===== src/rtl/sgram_cmd_tracker.sv =====
module sgram_cmd_tracker #(
  parameter int ROW_W   = 10,
  parameter int COL_W   = 8,
  parameter int RCD_CYC = 2
) (
  input  logic                 clk,
  input  logic                 rst_n,
  input  logic                 cs_n,
  input  logic                 ras_n,
  input  logic                 cas_n,
  input  logic                 we_n,
  input  logic                 dsf,
  input  logic                 bank_sel,
  input  logic [ROW_W-1:0]     addr,
  output logic [8:0]           cmd_oh,
  output logic                 cmd_err,
  output logic                 cmd_bank,
  output logic [ROW_W-1:0]     cmd_row,
  output logic [COL_W-1:0]     cmd_col,
  output logic                 cmd_ap,
  output logic [ROW_W:0]       cmd_opcode,
  output logic [1:0]           bank_active,
  output logic [1:0]           masked_mode,
  output logic [2*ROW_W-1:0]   open_rows
);
  localparam int CNT_W = (RCD_CYC < 2) ? 1 : $clog2(RCD_CYC);
  localparam logic [CNT_W-1:0] CNT_LOAD = CNT_W'(RCD_CYC - 1);

  logic             q_cs_n, q_ras_n, q_cas_n, q_we_n, q_dsf, q_bs;
  logic [ROW_W-1:0] q_addr;

  always_ff @(posedge clk or negedge rst_n) begin
    if (!rst_n) begin
      q_cs_n  <= 1'b1;
      q_ras_n <= 1'b1;
      q_cas_n <= 1'b1;
      q_we_n  <= 1'b1;
      q_dsf   <= 1'b0;
      q_bs    <= 1'b0;
      q_addr  <= '0;
    end else begin
      q_cs_n  <= cs_n;
      q_ras_n <= ras_n;
      q_cas_n <= cas_n;
      q_we_n  <= we_n;
      q_dsf   <= dsf;
      q_bs    <= bank_sel;
      q_addr  <= addr;
    end
  end

  logic [3:0]       code;
  logic             sel, hi_bit;
  logic             act_b, ready_b, both_idle;
  logic             is_act, is_pre, is_rd, is_wr, is_bwr, is_bst, is_ref, is_mrs, is_smrs, is_nop;
  logic [8:0]       acc;
  logic             err;
  logic [ROW_W-1:0] row_q [2];
  logic [CNT_W-1:0] cnt_q [2];
  logic [1:0]       act_q, mm_q;

  assign sel       = !q_cs_n;
  assign code      = {q_ras_n, q_cas_n, q_we_n, q_dsf};
  assign hi_bit    = q_addr[ROW_W-1];
  assign act_b     = act_q[q_bs];
  assign ready_b   = (cnt_q[q_bs] == '0);
  assign both_idle = (act_q == 2'b00);

  assign is_act  = sel && (code[3:1] == 3'b011);
  assign is_pre  = sel && (code == 4'b0100);
  assign is_rd   = sel && (code == 4'b1010);
  assign is_wr   = sel && (code == 4'b1000);
  assign is_bwr  = sel && (code == 4'b1001);
  assign is_bst  = sel && (code == 4'b1100);
  assign is_ref  = sel && (code == 4'b0010);
  assign is_mrs  = sel && (code == 4'b0000);
  assign is_smrs = sel && (code == 4'b0001);
  assign is_nop  = sel && (code[3:1] == 3'b111);

  assign acc[0] = is_act && !act_b;
  assign acc[1] = is_pre;
  assign acc[2] = is_rd  && act_b && ready_b;
  assign acc[3] = is_wr  && act_b && ready_b;
  assign acc[4] = is_bwr && act_b && ready_b;
  assign acc[5] = is_bst;
  assign acc[6] = is_ref && both_idle;
  assign acc[7] = is_mrs && both_idle;
  assign acc[8] = is_smrs;

  assign err = sel && !is_nop && (acc == '0);

  always_ff @(posedge clk or negedge rst_n) begin
    if (!rst_n) begin
      act_q <= 2'b00;
      mm_q  <= 2'b00;
      for (int i = 0; i < 2; i++) begin
        row_q[i] <= '0;
        cnt_q[i] <= '0;
      end
    end else begin
      for (int i = 0; i < 2; i++) begin
        if (acc[0] && (q_bs == i[0])) cnt_q[i] <= CNT_LOAD;
        else if (cnt_q[i] != '0)      cnt_q[i] <= cnt_q[i] - 1'b1;
      end
      if (acc[0]) begin
        act_q[q_bs] <= 1'b1;
        row_q[q_bs] <= q_addr;
        mm_q[q_bs]  <= q_dsf;
      end
      if (acc[1]) begin
        if (hi_bit) act_q <= 2'b00;
        else        act_q[q_bs] <= 1'b0;
      end
      if ((acc[2] || acc[3] || acc[4]) && hi_bit) act_q[q_bs] <= 1'b0;
    end
  end

  always_ff @(posedge clk or negedge rst_n) begin
    if (!rst_n) begin
      cmd_oh     <= '0;
      cmd_err    <= 1'b0;
      cmd_bank   <= 1'b0;
      cmd_row    <= '0;
      cmd_col    <= '0;
      cmd_ap     <= 1'b0;
      cmd_opcode <= '0;
    end else begin
      cmd_oh     <= acc;
      cmd_err    <= err;
      cmd_bank   <= q_bs;
      cmd_row    <= acc[0] ? q_addr : row_q[q_bs];
      cmd_col    <= q_addr[COL_W-1:0];
      cmd_ap     <= hi_bit;
      cmd_opcode <= {q_bs, q_addr};
    end
  end

  assign bank_active = act_q;
  assign masked_mode = mm_q;
  assign open_rows   = {row_q[1], row_q[0]};
endmodule


===== config.mk =====
export PLATFORM = sky130hd
export DESIGN_NAME = sgram_cmd_tracker
export DESIGN_NICKNAME = d
export VERILOG_FILES = /design/src/rtl/sgram_cmd_tracker.sv
export SDC_FILE = /design/constraint.sdc
export NUM_CORES = 1
export LEC_CHECK = 0
export BUFFER_PORTS_ARGS = -buffer_cell sky130_fd_sc_hd__buf_2
export CAP_MARGIN = 20
export CORE_MARGIN = 1
export CORE_UTILIZATION = 54
export DETAILED_ROUTE_END_ITERATION = 16
export PLACE_DENSITY = 0.81
export SYNTH_ARGS = -nofsm -noshare
export SYNTH_HDL_FRONTEND = slang
export SYNTH_SLANG_ARGS = --single-unit

===== constraint.sdc =====
create_clock -name clk -period 5.5 [get_ports clk]
set_input_delay 1.375 -clock clk [delete_from_list [all_inputs] [get_ports clk]]
set_output_delay 1.375 -clock clk [all_outputs]
set_load 0.005 [all_outputs]

# Word level (Yosys, flattened, before mapping)
# Index checks and enable logic that the tools add are counted.
dict set report op_classes {
  n_addsub 2
  magnitude_cmp 4
  eq_ne 9
  muxes 23
  bitwise_logic 7
  reduce_logical 34
}
# op n
set op_table {}
lappend op_table {{$mux W10} 5}
lappend op_table {{$logic_and A1 B1 Y1} 26}
lappend op_table {{$bwmux W20} 1}
lappend op_table {{$eq A4 B4 Y1 const B} 4}
lappend op_table {{$demux W10 S1} 1}
lappend op_table {{$mux W1} 10}
lappend op_table {{$logic_not A9 Y1} 1}
lappend op_table {{$mux W2} 4}
lappend op_table {{$and A2 B2 Y2} 2}
lappend op_table {{$eq A4 B1 Y1 const B} 1}
lappend op_table {{$eq A4 B2 Y1 const B} 1}
lappend op_table {{$eq A4 B3 Y1 const B} 1}
lappend op_table {{$logic_not A4 Y1} 1}
lappend op_table {{$eq A3 B2 Y1 const B} 1}
lappend op_table {{$eq A3 B3 Y1 const B} 1}
lappend op_table {{$logic_not A1 Y1} 3}
lappend op_table {{$bwmux W2} 1}
lappend op_table {{$ge A2 B2 Y1 const B} 1}
lappend op_table {{$logic_not A2 Y1} 1}
lappend op_table {{$logic_or A1 B1 Y1} 2}
lappend op_table {{$lt A1 B2 Y1 const B} 1}
lappend op_table {{$lt A2 B1 Y1 const B} 1}
lappend op_table {{$not A1 Y1} 2}
lappend op_table {{$not A1 Y2} 1}
lappend op_table {{other kinds (5)} 6}
dict set report word_totals {
  ff_bits 83
  inputBits 18
  output_inout_bits 65
  wordCells 99
}

# Depth between registers and ports, before layout
# Gate-level depths: netlist of the first run.
dict set report logic_depth {
  word_depth 11
  depth_mapped 5
  mapped_depth_nobuf 4
}

# Worst setup path before layout of the first run
# Ideal clock, no wire load.
dict set report synth_path {
  kind {register -> register}
  start {register q_cas_n}
  end {register row_q, in the netlist open_rows[0]}
  setup_time_ns 0.125
  arrival_time_ns 1.783
  required_ns 5.375
  path_slack_ns 3.592
  path_stages_with_launch 5
  n_path_buf 1
  synth_period_minus_slack_ns 1.908
  cell_sequence {dfstp_2 or3b_4 nor4b_4 buf_6 mux2_2}
}
dict set report synth_via {
  elab_chain_cells 3
}
# element line_no
set synth_rtl {}
lappend synth_rtl {{start, declared} 29} ;# logic q_cs_n, q_ras_n, q_cas_n, q_we_n, q_dsf, q_bs;
lappend synth_rtl {{start signal, assigned} 44} ;# q_cas_n <= cas_n;
lappend synth_rtl {{$eq A3 B2 Y1} 69} ;# assign is_act = sel && (code[3:1] == 3'b011);
lappend synth_rtl {{$logic_and A1 B1 Y1} 69}
lappend synth_rtl {{$logic_and A1 B1 Y1} 80} ;# assign acc[0] = is_act && !act_b;
lappend synth_rtl {{end signal, assigned by index} 107} ;# row_q[q_bs] <= q_addr;
lappend synth_rtl {{end, declared} 58} ;# logic [ROW_W-1:0] row_q [2];
# Every way passes these cells.
# A chain may end at the register's enable or synchronous reset.

# Final worst setup path of the first run
dict set report layout_path {
  start {register q_bs}
  end {register row_q, in the netlist open_rows[15]}
}
dict set report layout_via {
  elab_chain_cells 6
  elab_cells_between_ends 11
  classes_between {order compare: 2; mux: 5; bitwise: 1; reduce/logical: 3}
}
# element line_no
set layout_rtl {}
lappend layout_rtl {{start, declared} 29}
lappend layout_rtl {{start signal, assigned} 47} ;# q_bs <= bank_sel;
lappend layout_rtl {{$not A1 Y2 (implied by the code)} 107}
lappend layout_rtl {{$ge A2 B2 Y1 (implied by the code) or $lt A2 B1 Y1 (tied branches)} 107}
lappend layout_rtl {{$logic_and A1 B1 Y1 (implied by the code)} 107}
lappend layout_rtl {{$mux W10 (implied by the code)} 107}
lappend layout_rtl {{$demux W10 S1} 107}
lappend layout_rtl {{$bwmux W20} 107}
# Several ways; a longest one is shown, not always the timed one. The select of a mux whose other input is x is not followed.

==> flow_metrics.env, run 1 <==
export IMPL_drc=0
export IMPL_avgViaCountPerCell=5.02
export IMPL_grt_antenna_before_repair=0
export IMPL_layout_cells_most_common="sky130_fd_sc_hd__buf_2"
export IMPL_slew_headroom_pct=41.1
export IMPL_floorplan_initialDensity_pct=56.6
export IMPL_skew_ns=0.00608
export IMPL_areaGrowthSynthToFinish_pct=22.8
export IMPL_globalRouteTotalUtil_pct=19.6
export IMPL_maxCapViolations=0
export IMPL_yosys_warnings=0
export IMPL_detailedRoute_firstPassIterationCount=5
export IMPL_timing_worst_setup_path_type="reg2reg"
export IMPL_die_area_um2=5270
export IMPL_clock_path_buffers=2
export IMPL_status="completed"
export IMPL_cp_cell_sequence="nand4b_1, mux2_2"
export IMPL_postRouteAntennaNets=0
export IMPL_crit_path_start_kind="flip-flop"
export IMPL_max_freq_mhz=419
export IMPL_io_pins=83
export IMPL_grt_setup_unrepaired="false"
export IMPL_synthCells=173
export IMPL_setup_fix_bufs_post_cts=0
export IMPL_cts_htree_levels=3
export IMPL_tightestPinTransition_ns=0.884
export IMPL_cts_resized_gates=0
export IMPL_vdd_ir_drop_max_uv=246
export IMPL_cts_clk_slew_worst_paths_ns=0.08
export IMPL_insertedDiodeCount=0
export IMPL_gp_routability_congestion=0.791
export IMPL_wire_length_of_the_first_global_routing_pass_um=7470
export IMPL_crit_required_ns=5.72
export IMPL_clock_tree_root_cell="sky130_fd_sc_hd__clkbuf_8"
export IMPL_hold_buffers=0
export IMPL_ys_seq_area_share_pct=68.1
export IMPL_worst_path_max_fanout=21
export IMPL_critical_path_top_delay_family="flip-flops"
export IMPL_die_width_um=72.6
export IMPL_chipHeight_um=72.6
export IMPL_yosys_cell_types_count=34
export IMPL_cellLeakagePower_nw=1.66
export IMPL_grt_pass1_vias=1495
export IMPL_largest_net_degree_at_the_start_of_global_routing=74
export IMPL_detailroute_via_count=1623
export IMPL_setup_viol_count_final=0
export IMPL_hpwlAfterDp_um=3040
export IMPL_timing_setup_tns_ns=0
export IMPL_clkSinkCount=73
export IMPL_crit_buf_inv=0
export IMPL_postSynthAreaPerCell_um2=15.5
export IMPL_insertion_delay_ns=0.34
export IMPL_fin_crit_ns=2.39
export IMPL_tritoncts="yes"
export IMPL_worstSetupEndpointType="flip-flop"
export IMPL_port_buffer_count=82
export IMPL_power_density_cell_area_nw_per_um2=402
export IMPL_min_period_over_period_pct=43.4
export IMPL_post_synthesis_cell_area_um2=2690
export IMPL_ys_seq_elements=73
export IMPL_timing_max_transition_violations_final=0
export IMPL_final_hold_violation_count=0
export IMPL_layout_drive_gt1_share_pct=57.8
export IMPL_wl_per_cell_um=14.4
export IMPL_postSynthNetCount=191
export IMPL_final_cell_mix="sky130_fd_sc_hd__buf_2 (82), sky130_fd_sc_hd__dfrtp_1 (69), sky130_fd_sc_hd__mux2_2 (40)"
export IMPL_core_um2=4750
export IMPL_rows=25
export IMPL_final_cell_count_without_fillers=323
export IMPL_drt_wirelength_um=4660
export IMPL_crit_path_top_delay_cell="sky130_fd_sc_hd__dfrtp_1"
export IMPL_r2r_setup_slack_ns=3.11
export IMPL_total_congestion_overflow=0
export IMPL_placed_cells=307
export IMPL_critical_path_arrival_ns=2.61
export IMPL_number_of_cts_inserted_buffers=9
export IMPL_first_iter_violations=95
export IMPL_hold_path_class="reg2reg"
export IMPL_final_nets=269
export IMPL_critical_path_max_stage_delay_ns=0.93
export IMPL_num_fill_cells=350
## area by class of cell
cell class,instances,area [µm²],share of cell area [%]
clock buffer,9,124,3.75
timing repair buffer,83,418,12.7
multi-input combinational,80,737,22.3
sequential,73,1830,55.5
inverter,4,15.0,0.455
tap,67,83.8,2.54
clock inverter,7,93.8,2.84
## flip-flops by register name (all words and copies together) (netlist names)
signal       cells
q_cas_n          1
q_addr          10
cnt_q            2
cmd_col          4
masked_mode      2
cmd_row         10
q_bs             1
q_dsf            1
open_rows       20
cmd_bank         1
bank_active      2
q_we_n           1
cmd_err          1
cmd_opcode       6
cmd_oh           9
q_ras_n          1
q_cs_n           1
## worst paths after layout
path / to / startpoint / cells after the start
max reg2reg: open_rows[15] / q_bs / 2
min in group asynchronous: cmd_oh[0] / rst_n / 2
min reg2reg: cmd_opcode[0] / q_addr[0] / 0
max in group asynchronous: open_rows[3] / rst_n / 2
max: open_rows[15] / q_bs / 2
min: cmd_opcode[0] / q_addr[0] / 0
## cells in the mapped netlist
master	count	area, µm²
sky130_fd_sc_hd__or3_1	1	6.26
sky130_fd_sc_hd__nor3_1	1	5.00
sky130_fd_sc_hd__nand3_1	3	15.0
sky130_fd_sc_hd__buf_1	2	7.51
sky130_fd_sc_hd__o31ai_1	2	15.0
sky130_fd_sc_hd__clkbuf_1	2	7.51
sky130_fd_sc_hd__buf_6	1	11.3
sky130_fd_sc_hd__and2_1	1	6.26
sky130_fd_sc_hd__o21ai_0	2	10.0
sky130_fd_sc_hd__nor3b_1	3	22.5
sky130_fd_sc_hd__nand4_1	1	6.26
sky130_fd_sc_hd__or2_2	1	6.26
sky130_fd_sc_hd__nor2b_1	2	12.5
sky130_fd_sc_hd__nand2_1	2	7.51
sky130_fd_sc_hd__nor4_1	2	12.5
sky130_fd_sc_hd__or3b_4	1	11.3
sky130_fd_sc_hd__nor4b_4	1	23.8
sky130_fd_sc_hd__dfstp_2	4	105
sky130_fd_sc_hd__nor2_1	5	18.8
sky130_fd_sc_hd__nand4b_1	1	8.76
sky130_fd_sc_hd__buf_2	1	5.00
sky130_fd_sc_hd__o211ai_1	1	7.51
sky130_fd_sc_hd__a32oi_1	2	17.5
sky130_fd_sc_hd__or4b_2	1	10.0
sky130_fd_sc_hd__a31oi_1	1	6.26
sky130_fd_sc_hd__mux2_2	40	450
sky130_fd_sc_hd__o211a_1	1	10.0
sky130_fd_sc_hd__and3b_1	1	8.76
sky130_fd_sc_hd__dfrtp_1	69	1730
sky130_fd_sc_hd__nand2b_1	1	6.26
sky130_fd_sc_hd__mux2i_1	2	20.0
sky130_fd_sc_hd__inv_1	4	15.0
sky130_fd_sc_hd__buf_4	10	75.1
sky130_fd_sc_hd__nor3b_2	1	12.5
## metal layers
metal | GRT usage [%] | wire length, µm | vias up
met3 | 6.08 | 252 | 8
met1 | 25.7 | 1990 | 806
met5 | 0 | 0 | -
met2 | 28.9 | 2340 | 59
li1 | - | - | 750
met4 | 11.8 | 72 | 0
## cells by family after synthesis
| group | Yosys count | share of synthesized area [%] |
|---|---|---|
| AND/OR/NAND/NOR | 29 | 7.44 |
| multiplexers | 42 | 17.5 |
| flip-flops | 73 | 68.1 |
| AO/OA/AOI/OAI | 9 | 2.47 |
| buffers and inverters | 20 | 4.51 |
## report_power, final
group          switching (W)  internal (W)
sequential         0.0000592      0.000617
clock               0.000194      0.000255
combinational      0.0000766      0.000124
total               0.000330      0.000997
## per-stage QoR
| step | area, µm² | total power [W] | util (%) | setup WS [ns] | hold slack [ns] |
|---|---|---|---|---|---|
| floorplan | 2690 | 0.000780 | - | 3.59 | 0.382 |
| finish | 3300 | 0.00133 | 69.5 | 3.11 | 0.416 |
| CTS | 3300 | 0.00134 | 69.5 | 3.11 | 0.427 |
| global route | 3300 | 0.00139 | 69.5 | 2.97 | 0.440 |
| global placement | 3090 | 0.000883 | 64.9 | 3.16 | 0.404 |
| detailed placement | 3090 | 0.000890 | 64.9 | 3.15 | 0.409 |
Power figures use the tool's default switching activity.
==> run 2: changes to the inputs <==
--- a/config.mk
+++ b/config.mk
@@ -8,9 +8,9 @@
 export BUFFER_PORTS_ARGS = -buffer_cell sky130_fd_sc_hd__buf_2
 export CAP_MARGIN = 20
 export CORE_MARGIN = 1
-export CORE_UTILIZATION = 54
+export CORE_UTILIZATION = 50
 export DETAILED_ROUTE_END_ITERATION = 16
-export PLACE_DENSITY = 0.81
+export PLACE_DENSITY = 0.75
 export SYNTH_ARGS = -nofsm -noshare
 export SYNTH_HDL_FRONTEND = slang
 export SYNTH_SLANG_ARGS = --single-unit
==> constraint.sdc (replaced) <==
create_clock -name clk -period 2.2 [get_ports clk]
set_input_delay 0.55 -clock clk [delete_from_list [all_inputs] [get_ports clk]]
set_output_delay 0.55 -clock clk [all_outputs]
set_load 0.005 [all_outputs]
==> run 2 against run 1 <==
Compared with the run above: worst hold slack worse by 0.17 ns; flip-flop and latch count stayed put; core utilization is 4.2 points lower; cell count is 3.1% higher; sequential power is 150% higher; die area is 7.8% higher; routed wire length is 3.6% higher; critical path type unchanged; highest routed layer unchanged.
==> flow_metrics.env, run 2 (synthesis results as in run 1) <==
export IMPL_status="completed"
export IMPL_pre_cts_ws_ns=0.267
export IMPL_placed_area_um2=3140
export IMPL_drt_wirelength_um=4830
export IMPL_crit_path_top_delay_cell="sky130_fd_sc_hd__dfstp_2"
export IMPL_hold_path_class="in2async"
export IMPL_cp_cell_sequence="or3b_4, nor4b_4, buf_4, mux2_2"
export IMPL_globalRouteTotalUtil_pct=19.1
export IMPL_num_fill_cells=404
export IMPL_ff_latch_area_um2=1830
export IMPL_critical_path_max_stage_delay_ns=0.59
export IMPL_fin_crit_ns=1.94
export IMPL_worst_path_max_fanout=8
export IMPL_layout_drive_gt1_share_pct=58.9
export IMPL_max_freq_mhz=517
export IMPL_maxCapViolations=0
export IMPL_crit_required_ns=2.43
export IMPL_critical_path_arrival_ns=2.17
export IMPL_layout_cells_most_common="sky130_fd_sc_hd__buf_2"
export IMPL_timing_worst_setup_path_type="reg2reg"
export IMPL_postRouteAntennaNets=0
export IMPL_drc=0
export IMPL_chipHeight_um=75.4
export IMPL_timing_max_transition_violations_final=0
export IMPL_wire_length_of_the_first_global_routing_pass_um=7530
export IMPL_die_area_um2=5680
export IMPL_vdd_ir_drop_max_uv=563
export IMPL_skew_ns=0.0119
export IMPL_hold_buffers=0
export IMPL_core_um2=5140
export IMPL_cts_htree_levels=3
export IMPL_first_iter_violations=85
export IMPL_cellLeakagePower_nw=1.70
export IMPL_cts_clk_slew_worst_paths_ns=0.07
export IMPL_largest_register_ff_count=20
export IMPL_wl_per_cell_um=14.5
export IMPL_worstSetupEndpointType="flip-flop"
export IMPL_final_nets=276
export IMPL_largest_net_degree_at_the_start_of_global_routing=39
export IMPL_combined_area_of_the_multi_input_logic_cells_um2=737
export IMPL_rows=26
export IMPL_gp_routability_congestion=0.761
export IMPL_clkSinkCount=73
export IMPL_final_cell_mix="sky130_fd_sc_hd__buf_2 (82), sky130_fd_sc_hd__dfrtp_1 (69), sky130_fd_sc_hd__mux2_2 (40)"
export IMPL_slew_headroom_pct=63.6
export IMPL_tightestPinTransition_ns=0.546
export IMPL_detailroute_via_count=1640
export IMPL_avgViaCountPerCell=4.92
export IMPL_port_buffer_count=82
export IMPL_cts_resized_gates=0
export IMPL_tritoncts="yes"
export IMPL_layout_core_utilization_pct=65.3
export IMPL_insertion_delay_ns=0.34
export IMPL_setup_fix_bufs_post_cts=0
export IMPL_grt_setup_unrepaired="false"
export IMPL_die_width_um=75.4
export IMPL_detailedRoute_firstPassIterationCount=4
export IMPL_clock_path_buffers=2
export IMPL_areaGrowthSynthToFinish_pct=24.8
export IMPL_final_design_area_no_fill_um2=3360
export IMPL_floorplan_initialDensity_pct=52.3
export IMPL_grt_antenna_before_repair=0
export IMPL_hpwlAfterDp_um=3290
export IMPL_setup_viol_count_final=0
export IMPL_final_hold_violation_count=0
export IMPL_grt_pass1_vias=1559
export IMPL_crit_path_start_kind="flip-flop"
export IMPL_insertedDiodeCount=0
export IMPL_io_pins=83
export IMPL_number_of_cts_inserted_buffers=9
export IMPL_clock_tree_root_cell="sky130_fd_sc_hd__clkbuf_8"
export IMPL_min_period_over_period_pct=88.0
export IMPL_timing_setup_tns_ns=0
export IMPL_final_critical_path_setup_slack_ns=0.264
export IMPL_total_congestion_overflow=0
export IMPL_power_density_cell_area_nw_per_um2=974
==> run 2: cell count changes in the layout (fill, tap and decap cells not counted), moves of 2 or more <==
| cell | change |
|---|---|
| sky130_fd_sc_hd__buf_4 | +7 |
| sky130_fd_sc_hd__clkinv_4 | +3 |
| sky130_fd_sc_hd__clkbuf_8 | +2 |
| sky130_fd_sc_hd__clkinv_2 | -2 |
==> run 2: through the flow <==
| stage | hold WS [ns] | power, W | instances |
|---|---|---|---|
| final | 0.248 | 0.00327 | 333 |
| after global routing | 0.265 | 0.00345 | 333 |
| after CTS | 0.239 | 0.00333 | 333 |
| after detailed placement | 0.412 | 0.00223 | 317 |
| after global placement | 0.409 | 0.00222 | 317 |
| after floorplan | 0.254 | 0.00195 | 173 |
==> run 2: metal layers <==
layer | GRT usage (%) | part of all wire (%) | up-vias
met4 | 8.23 | 1.2 | 0
met3 | 8.99 | 6.4 | 7
met5 | 0 | 0 | -
li1 | - | - | 763
met2 | 29.5 | 50 | 57
met1 | 23.3 | 42 | 813
==> run 2: final timing paths <==
| kind | from | end | slack (ns) | cells past startpoint |
|---|---|---|---|---|
| max | q_cas_n | open_rows[9] | 0.26 | 4 |
| min | rst_n | cmd_col[3] | 0.25 | 2 |
| max reg2reg | q_cas_n | open_rows[9] | 0.26 | 4 |
| min reg2reg | q_addr[8] | cmd_opcode[8] | 0.42 | 0 |
| max in group asynchronous | rst_n | q_cs_n | 1.61 | 2 |
| min in group clk | we_n | q_we_n | 0.30 | 1 |
==> run 2: worst max-delay path, delay by kind of cell, from the launching register on <==
kind          cells  cell delay, ns
flops             1            0.59
simple gates      2            0.71
mux               1            0.33
buf+inv           1            0.20
==> run 2: power by group <==
part / internal, W / switching (W)
registers: 0.00154 / 0.000140
clock network: 0.000591 / 0.000483
logic: 0.000316 / 0.000198
==> run 2: layout make-up <==
cell class | count | share of cell area, %
clock inverters | 5 | 1.90
repair buffers | 90 | 14.0
flip-flops and latches | 73 | 54.6
well taps | 70 | 2.61
multi-input cells | 80 | 22.0
inverters | 4 | 0.447
clock buffers | 11 | 4.51
==> run 3: changes to the inputs <==
==> config.mk (replaced) <==
export PLATFORM = sky130hd
export DESIGN_NAME = sgram_cmd_tracker
export DESIGN_NICKNAME = d
export VERILOG_FILES = /design/src/rtl/sgram_cmd_tracker.sv
export SDC_FILE = /design/constraint.sdc
export NUM_CORES = 1
export LEC_CHECK = 0
export CAP_MARGIN = 20
export CORE_MARGIN = 1
export CORE_UTILIZATION = 55
export DETAILED_ROUTE_END_ITERATION = 16
export DONT_BUFFER_PORTS = 1
export PLACE_DENSITY = 0.67
export SYNTH_ARGS = -nofsm -noshare
export SYNTH_HDL_FRONTEND = slang
export SYNTH_SLANG_ARGS = --single-unit
==> run 3 against run 2 <==
Compared with the run above: combinational power is 42% lower; critical path type unchanged; sequential power is 4% higher; critical path depth stayed put; fmax is 4.3% lower; clock power is 21% lower; worst hold slack worse by 0.20 ns; total power is 12% lower; register-to-register slack worse by 0.09 ns; non-clock buffer count is 84 lower.
==> flow_metrics.env, run 3 (synthesis results as in run 1) <==
export IMPL_status="completed"
export IMPL_final_nets=192
export IMPL_grt_setup_unrepaired="false"
export IMPL_seq_power_share_pct=60.4
export IMPL_detailedRoute_firstPassIterationCount=4
export IMPL_critical_path_arrival_ns=2.24
export IMPL_number_of_cts_inserted_buffers=9
export IMPL_floorplan_initialDensity_pct=57.0
export IMPL_min_period_over_period_pct=91.9
export IMPL_maxCapViolations=0
export IMPL_slew_headroom_pct=70.5
export IMPL_clock_path_buffers=2
export IMPL_largest_net_degree_at_the_start_of_global_routing=70
export IMPL_vdd_ir_drop_max_uv=557
export IMPL_placed_cells=229
export IMPL_final_hold_violation_count=0
export IMPL_total_congestion_overflow=0
export IMPL_cp_cell_sequence="or3b_4, nor4b_4, buf_4, mux2_2"
export IMPL_skew_ns=0.00840
export IMPL_max_freq_mhz=494
export IMPL_critical_path_top_delay_family="simple AND/OR/NAND/NOR gates"
export IMPL_drc=0
export IMPL_globalRouteTotalUtil_pct=19.8
export IMPL_wire_length_of_the_first_global_routing_pass_um=7340
export IMPL_share_clk_of_total_power_pct=29.4
export IMPL_gp_routability_congestion=0.795
export IMPL_p_switching_w=0.000746
export IMPL_internal_power_w=0.00213
export IMPL_worst_path_max_fanout=12
export IMPL_setup_viol_count_final=0
export IMPL_worstSetupEndpointType="flip-flop"
export IMPL_final_cell_mix="sky130_fd_sc_hd__dfrtp_1 (69), sky130_fd_sc_hd__mux2_2 (40), sky130_fd_sc_hd__clkbuf_8 (9)"
export IMPL_num_fill_cells=376
export IMPL_clock_tree_root_cell="sky130_fd_sc_hd__clkbuf_8"
export IMPL_wl_per_cell_um=18.8
export IMPL_chipHeight_um=71.9
export IMPL_crit_path_top_delay_cell="sky130_fd_sc_hd__dfstp_2"
export IMPL_hpwlAfterDp_um=2900
export IMPL_areaGrowthSynthToFinish_pct=7.35
export IMPL_crit_path_start_kind="flip-flop"
export IMPL_core_um2=4720
export IMPL_avgViaCountPerCell=5.61
export IMPL_grt_antenna_before_repair=0
export IMPL_insertion_delay_ns=0.34
export IMPL_layout_cells_most_common="sky130_fd_sc_hd__dfrtp_1"
export IMPL_detailroute_via_count=1380
export IMPL_drt_wirelength_um=4620
export IMPL_final_cell_count_without_fillers=246
export IMPL_largest_register_ff_count=20
export IMPL_cellLeakagePower_nw=1.32
export IMPL_hold_path_class="in2async"
export IMPL_grt_pass1_vias=1440
export IMPL_power_density_cell_area_nw_per_um2=997
export IMPL_cts_clk_slew_worst_paths_ns=0.07
export IMPL_p_sw_share_pct=25.9
export IMPL_die_area_um2=5170
export IMPL_timing_setup_tns_ns=0
export IMPL_first_iter_violations=73
export IMPL_tightestPinTransition_ns=0.443
export IMPL_port_buffer_count=0
export IMPL_clkSinkCount=73
export IMPL_postRouteAntennaNets=0
export IMPL_tritoncts="yes"
export IMPL_io_pins=83
export IMPL_cts_htree_levels=3
export IMPL_critical_path_max_stage_delay_ns=0.59
export IMPL_fin_crit_ns=2.02
export IMPL_timing_worst_setup_path_type="reg2reg"
export IMPL_rows=25
export IMPL_layout_drive_gt1_share_pct=38.0
export IMPL_crit_buf_inv=1
export IMPL_timing_max_transition_violations_final=0
export IMPL_insertedDiodeCount=0
export IMPL_die_width_um=71.9
export IMPL_crit_required_ns=2.42
export IMPL_cts_resized_gates=0
export IMPL_power_share_combinational_pct=10.2
-- run 3: changes by cell type in the layout (fill, tap and decap cells not counted), sizes merged --
cell	change
clkbuf	+1
clkinv	+1
clkinvlp	-1
bufinv	-1
buf	-84
-- run 3: stage by stage --
stage | hold slack, ns | worst slack (ns) | area (µm²) | util (%) | power, W
6_report | 0.0523 | 0.177 | 2890 | 61.1 | 0.00288
5_1_grt | 0.0366 | 0.0947 | 2890 | 61.1 | 0.00302
4_1_cts | 0.0394 | 0.182 | 2890 | 61.1 | 0.00291
3_5_place_dp | 0.256 | 0.204 | 2710 | 57.3 | 0.00203
3_3_place_gp | 0.256 | 0.253 | 2710 | 57.3 | 0.00200
2_1_floorplan | 0.254 | 0.292 | 2690 | - | 0.00195
-- run 3: power groups by stage --
| stage | logic (W) | registers [W] | clock network [W] |
|---|---|---|---|
| global placement | 0.000249 | 0.00175 | 0 |
| global route | 0.000327 | 0.00177 | 0.000924 |
| detailed placement | 0.000269 | 0.00176 | 0 |
| floorplan | 0.000249 | 0.00170 | 0 |
| finish | 0.000295 | 0.00174 | 0.000846 |
| CTS | 0.000301 | 0.00174 | 0.000868 |
-- run 3: layout make-up --
cell class / instances / area [µm²] / share of cell area (%)
clock buffer: 12 / 135 / 4.68
timing repair buffer: 6 / 65.1 / 2.25
multi-input combinational: 80 / 737 / 25.5
sequential: 73 / 1830 / 63.4
clock inverter: 4 / 20.0 / 0.693
inverter: 4 / 15.0 / 0.520
tap: 67 / 83.8 / 2.90
-- run 3: routing by layer --
metal	global-route usage (%)	part of all wire [%]
met4	12.2	2.3
met1	22.9	41
met3	6.94	7.0
met2	31.9	50
met5	0	0
-- run 3: worst paths after layout --
check | from | endpoint | slack [ns] | depth (start not counted)
min in group clk | cas_n | q_cas_n | 0.21 | 0
min | rst_n | q_cas_n | 0.05 | 0
max in group asynchronous | rst_n | open_rows[1] | 1.83 | 1
max reg2reg | q_cas_n | open_rows[1] | 0.18 | 4
max | q_cas_n | open_rows[1] | 0.18 | 4
min reg2reg | q_addr[5] | cmd_opcode[5] | 0.42 | 0
-- run 3: repair_timing --
action,in CTS,in global routing
buffers inserted,0,0
endpoints found under the hold margin,69,0
hold buffers,1,0
-- run 3: worst reg2reg max path: stages, from the launching register on --
cell and delay, ns:
sky130_fd_sc_hd__dfstp_2 0.59, sky130_fd_sc_hd__or3b_4 0.44, sky130_fd_sc_hd__nor4b_4 0.25, sky130_fd_sc_hd__buf_4 0.26
sky130_fd_sc_hd__mux2_2 0.36
